[config.mk]
export PLATFORM = sky130hd
export DESIGN_NAME = input_change_latch
export DESIGN_NICKNAME = d
export VERILOG_FILES = /design/src/rtl/icl_pkg.sv /design/src/rtl/icl_sync.sv /design/src/rtl/icl_bit_cell.sv /design/src/rtl/icl_readseq.sv /design/src/rtl/input_change_latch.sv
export SDC_FILE = /design/constraint.sdc
export NUM_CORES = 1
export LEC_CHECK = 0
export ABC_AREA = 1
export BUFFER_PORTS_ARGS = -buffer_cell sky130_fd_sc_hd__buf_2
export CELL_PAD_IN_SITES_DETAIL_PLACEMENT = 1
export CELL_PAD_IN_SITES_GLOBAL_PLACEMENT = 2
export CORE_MARGIN = 1
export CORE_UTILIZATION = 32
export CTS_BUF_LIST = sky130_fd_sc_hd__clkbuf_4 sky130_fd_sc_hd__clkbuf_8 sky130_fd_sc_hd__clkbuf_16
export CTS_CLUSTER_DIAMETER = 50
export DETAILED_ROUTE_END_ITERATION = 8
export PLACE_DENSITY_LB_ADDON = 0.1
export SYNTH_ARGS = -nofsm -noshare
export SYNTH_HDL_FRONTEND = slang
export SYNTH_SLANG_ARGS = --single-unit
export TNS_END_PERCENT = 10
[constraint.sdc]
create_clock -name clk -period 1.5 [get_ports clk]
set_clock_uncertainty 0.05 [all_clocks]
set_input_delay 0.075 -clock clk [delete_from_list [all_inputs] [get_ports clk]]
set_output_delay 0.075 -clock clk [all_outputs]
set_load 0.05 [all_outputs]
[src/rtl/icl_pkg.sv]
package icl_pkg;

    typedef enum logic {
        CI_IDLE    = 1'b0,
        CI_PENDING = 1'b1
    } ci_state_t;

    // read-record bit positions
    localparam int SEEN_NEW  = 0;
    localparam int SEEN_OLD  = 1;
    localparam int SEEN_STAT = 2;
    localparam int SEEN_W    = 3;

endpackage

[src/rtl/icl_sync.sv]
module icl_sync #(
    parameter int WIDTH  = 8,
    parameter int STAGES = 2
) (
    input  logic             clk,
    input  logic [WIDTH-1:0] d,
    output logic [WIDTH-1:0] q
);

    logic [WIDTH-1:0] stg [STAGES];

    always_ff @(posedge clk) begin
        stg[0] <= d;
        for (int k = 1; k < STAGES; k++) begin
            stg[k] <= stg[k-1];
        end
    end

    assign q = stg[STAGES-1];

endmodule

[src/rtl/icl_bit_cell.sv]
module icl_bit_cell (
    input  logic clk,
    input  logic rst_n,
    input  logic s,
    input  logic msk,
    input  logic rd_new,
    output logic new_q,
    output logic old_q,
    output logic evt
);

    logic frozen;

    assign evt = !msk && !rd_new && !frozen && (s != new_q);

    always_ff @(posedge clk) begin
        if (!rst_n) begin
            new_q  <= s;
            old_q  <= s;
            frozen <= 1'b0;
        end else if (msk) begin
            new_q  <= s;
            old_q  <= s;
            frozen <= 1'b0;
        end else if (rd_new) begin
            old_q  <= new_q;
            frozen <= 1'b0;
        end else if (evt) begin
            new_q  <= s;
            frozen <= 1'b1;
        end
    end

    AST_HELD_FROZEN: assert property (@(posedge clk) disable iff (!rst_n)
        (frozen && !rd_new && !msk) |=> $stable(new_q));
    AST_OLD_ONLY_ON_READ: assert property (@(posedge clk) disable iff (!rst_n)
        (!rd_new && !msk) |=> $stable(old_q));
    AST_MASK_TRACKS: assert property (@(posedge clk) disable iff (!rst_n)
        msk |=> (new_q == $past(s) && old_q == $past(s)));

endmodule

[src/rtl/icl_readseq.sv]
module icl_readseq
    import icl_pkg::*;
(
    input  logic clk,
    input  logic rst_n,
    input  logic evt_any,
    input  logic standby,
    input  logic rd_stat,
    input  logic rd_old,
    input  logic rd_new,
    output logic chg_n,
    output logic rst_req
);

    ci_state_t          state_q, state_d;
    logic [SEEN_W-1:0]  seen_q, seen_d, seen_now;
    logic               req_q;

    always_comb begin
        seen_now            = seen_q;
        seen_now[SEEN_NEW]  = seen_q[SEEN_NEW]  | rd_new;
        seen_now[SEEN_OLD]  = seen_q[SEEN_OLD]  | rd_old;
        seen_now[SEEN_STAT] = seen_q[SEEN_STAT] | rd_stat;
    end

    // next-state process
    always_comb begin
        state_d = state_q;
        seen_d  = seen_q;
        unique case (state_q)
            CI_IDLE: begin
                seen_d = '0;
                if (evt_any) state_d = CI_PENDING;
            end
            CI_PENDING: begin
                if (evt_any) begin
                    seen_d = '0;
                end else if (&seen_now) begin
                    state_d = CI_IDLE;
                    seen_d  = '0;
                end else begin
                    seen_d = seen_now;
                end
            end
        endcase
    end

    // state register
    always_ff @(posedge clk) begin
        if (!rst_n) begin
            state_q <= CI_IDLE;
            seen_q  <= '0;
            req_q   <= 1'b0;
        end else begin
            state_q <= state_d;
            seen_q  <= seen_d;
            req_q   <= evt_any && standby;
        end
    end

    // output process
    always_comb begin
        chg_n   = (state_q != CI_PENDING);
        rst_req = req_q;
    end

    AST_RISE_AFTER_READ: assert property (@(posedge clk) disable iff (!rst_n)
        $rose(chg_n) |-> $past(rd_stat || rd_old || rd_new));

endmodule

[src/rtl/input_change_latch.sv]
module input_change_latch #(
    parameter int WIDTH    = 8,
    parameter int MASKABLE = 4,
    parameter int SYNC_ST  = 2
) (
    input  logic                clk,
    input  logic                rst_n,
    input  logic [WIDTH-1:0]    din,
    input  logic [MASKABLE-1:0] mask_hi,
    input  logic                standby,
    input  logic                rd_stat,
    input  logic                rd_old,
    input  logic                rd_new,
    output logic [WIDTH-1:0]    new_reg,
    output logic [WIDTH-1:0]    old_reg,
    output logic                chg_n,
    output logic                rst_req
);

    localparam int MASK_LO = WIDTH - MASKABLE;

    logic [WIDTH-1:0] s_vec;
    logic [WIDTH-1:0] msk_vec;
    logic [WIDTH-1:0] evt_vec;
    logic             evt_any;

    icl_sync #(.WIDTH(WIDTH), .STAGES(SYNC_ST)) i_sync (
        .clk (clk),
        .d   (din),
        .q   (s_vec)
    );

    for (genvar i = 0; i < WIDTH; i++) begin : g_bit
        if (i >= MASK_LO) begin : g_maskable
            assign msk_vec[i] = mask_hi[i-MASK_LO];
        end else begin : g_fixed
            assign msk_vec[i] = 1'b0;
        end

        icl_bit_cell i_cell (
            .clk    (clk),
            .rst_n  (rst_n),
            .s      (s_vec[i]),
            .msk    (msk_vec[i]),
            .rd_new (rd_new),
            .new_q  (new_reg[i]),
            .old_q  (old_reg[i]),
            .evt    (evt_vec[i])
        );
    end

    assign evt_any = |evt_vec;

    icl_readseq i_seq (
        .clk     (clk),
        .rst_n   (rst_n),
        .evt_any (evt_any),
        .standby (standby),
        .rd_stat (rd_stat),
        .rd_old  (rd_old),
        .rd_new  (rd_new),
        .chg_n   (chg_n),
        .rst_req (rst_req)
    );

    AST_FALL_HAS_CAUSE: assert property (@(posedge clk) disable iff (!rst_n)
        $fell(chg_n) |-> $past(evt_any));
    AST_REQ_ONLY_STANDBY: assert property (@(posedge clk) disable iff (!rst_n)
        rst_req |-> ($past(standby) && !chg_n));
    AST_MASKED_NO_FALL: assert property (@(posedge clk) disable iff (!rst_n)
        ($past(chg_n) && !chg_n) |-> ($past(evt_vec & ~msk_vec) != '0));

endmodule

==> out/qor.txt <==
outcome - finished clean
largest net degree at the start of global routing - 15
Least-Margin Pin Slew - 351 ps
largest family of logic cells by synthesized area - simple AND/OR/NAND/NOR gates
worst hold slack - 44.4 ps
Synth top area share - 32.5%
post-synthesis xor/xnor area fraction - 0%
die area - 5880 sq um
Remaining DRCs - 0
setup tns final - 0 ps
CP Launch Type - flip-flop
Hold Crit Start - mask_hi[1]
Cells after Synth - 198
GRT Resource Usage Total - 13.0%
Worst setup startpoint - g_bit[5].i_cell.new_q
largest area contributor in the netlist - dfxtp_1
relative slew slack - 76.6%
Flop pwr share - 54.3%
cell mode on critical path - nand2_1
CP cell instances - nand2_1 -> nand2_1 -> nand2_1 -> nand2_1 -> nor2_2 -> nand2_1 -> nand2_1 -> nand2_1
placeable core area - 5240 sq um
Top-Level Pins - 36
Synth cell types - 18
post-layout min period - 1230 ps
largest cells by area after synthesis - dfxtp_1 (33%), edfxtp_1 (27%), nand2_1 (11%)
setup violators final - 0
gr ovfl total - 0
routed wire length - 3350 um
Worst path max stage delay - 430 ps
Pwr per Cell Area - 1210 nW/um^2
Sink Count - 45
hold crit path type - primary input to flip-flop
fill count - 622
clock share of power - 30.3%
row cnt - 26
register area - 1060 sq um
Ant. Diodes - 0
complex-gate fraction of the synthesized area - 4.48%
maxcap violations - 0
Clk Latency, worst-skew pair - 290 ps
WP data required - 1640 ps
worst path arrival time - 1380 ps
TritonCTS clock tree - done
post-CTS setup buffers - 0
hold_buf cts - 9
antenna-violating nets left - 0
most frequent cells in the layout - nand2_1 (50), inv_1 (35), buf_2 (35)
die height - 76.7 um
initial antenna violation count - 0
Initial Util - 34.1%
Slew Limit Fails - 0
Die Width - 76.7 um
FF-to-FF path depth - 8
Post-Synth Simple-Gate Area - 20.5%
crit-path max FO - 4
register area share after synthesis - 59.4%
adder-cell share of the synthesized area - 0%
Max Buffers Root-to-Sink - 2
Iteration-0 DRC Markers - 20
Port Buf Inserts - 35
post-synthesis mux area share - 0%
Area growth, synth to finish - 17.6%
Worst-path clk slew - 80 ps
placed wire-length estimate - 2530 um
Num CTS Buffers - 5
Clock Root Buffer - clkbuf_8
Psw - 0.700 mW
RSZ-0062 raised after global routing - false
CP Class - flip-flop to flip-flop
vias in the first global route - 1342
syn nets - 216
commonest non-fill, non-tap cell in the layout - nand2_1
layout cell share with drive strength beyond 1 - 23.7%
combinational fraction of design power - 15.4%
post_cts resized - 0
Lkg Pwr - 1.01 nW
Pre-antenna DRT Iters - 4
Slowest cell on crit path - edfxtp_1
Hold Vio Cnt, Final - 0
Peak VDD IR - 0.483 mV
Layout Nets - 250
P_int - 1.84 mW
total number of vias - 1264
multi-input logic area - 445 sq um
gpl congestion - 0.696
worst reg2reg startpoint - g_bit[5].i_cell.new_q
first-pass GRT wire length - 5910 um
crit share post-route - 82.2%
worst hold stages - 4
Sw Share - 27.6%
Via-to-Cell Ratio - 4.19
mapped cell area - 1790 sq um
Routed WL per cell - 11.1 um
crit end category - flip-flop
Max Fclk - 0.811 GHz
YS warnings - 0
syn_area_per_cell - 9.02 sq um
Seq cells post-synth - 45
H-tree depth - 2
[per-stage QoR]
| step | instances | area, sq um | utilization, % | total power [mW] | setup slack (ps) |
|---|---|---|---|---|---|
| floorplan | 198 | 1790 | - | 1.73 | 380 |
| global placement | 286 | 1920 | 36.6 | 1.78 | 270 |
| detailed placement | 286 | 1920 | 36.6 | 1.79 | 237 |
| CTS | 302 | 2100 | 40.1 | 2.59 | 227 |
| global route | 302 | 2100 | 40.1 | 2.67 | 125 |
| finish | 302 | 2100 | 40.1 | 2.54 | 267 |
[state kept, by name (all words and copies together), names as in the netlist]
signal	count
g_bit.i_cell.frozen	8
i_seq.state_q	1
i_sync.stg	16
i_seq.seen_q	3
i_seq.rst_req	1
g_bit.i_cell.new_q	8
g_bit.i_cell.old_q	8
[power by group through the flow]
stage | registers (mW) | clock network, mW | logic (mW)
4_1_cts | 1.38 | 0.809 | 0.398
5_1_grt | 1.39 | 0.851 | 0.426
6_report | 1.38 | 0.769 | 0.391
3_3_place_gp | 1.40 | 0 | 0.372
2_1_floorplan | 1.41 | 0 | 0.326
3_5_place_dp | 1.41 | 0 | 0.380
[Yosys cell counts (all sizes together)]
library cell	number
nand3	6
dfxtp	29
nor3	1
inv	36
edfxtp	16
nand3b	1
buf	18
a21oi	8
nor2	18
o21ai	8
nand2	56
or2	1
[routing by layer]
metal  vias to the layer above  GRT usage [%]  share of wire, %
met3                         2           4.52               4.5
met4                         0           4.62              0.75
li1                        651              -                 -
met2                        27           22.1                49
met1                       584           15.0                46
met5                         -              0                 0
[path summary, 6_finish.rpt]
| path | end | slack, ps |
|---|---|---|
| max | i_seq.state_q | 270 |
| min | g_bit[5].i_cell.frozen | 40 |
| min reg2reg | i_sync.stg[0][13] | 280 |
| max reg2reg | i_seq.state_q | 270 |
[worst max-delay path: cells and delay by family, from the launching register on]
kind	cells	cell delay, ps
DFF	1	430
and+or+nand+nor	8	650
[area by class of cell]
type / count / area share, %
clock buffer: 7 / 4.29
inverter: 36 / 6.79
multi-input combinational: 99 / 21.2
sequential: 45 / 50.5
tap: 70 / 4.17
timing repair buffer: 45 / 13.0
[kinds of logic (layout without fill, tap and decap cells)]
logic type,Yosys count,after routing
simple gates,83,83
flops,45,45
compound gates,16,16
buf+inv,54,88
Note: power is estimated with default switching activity, not from simulation.
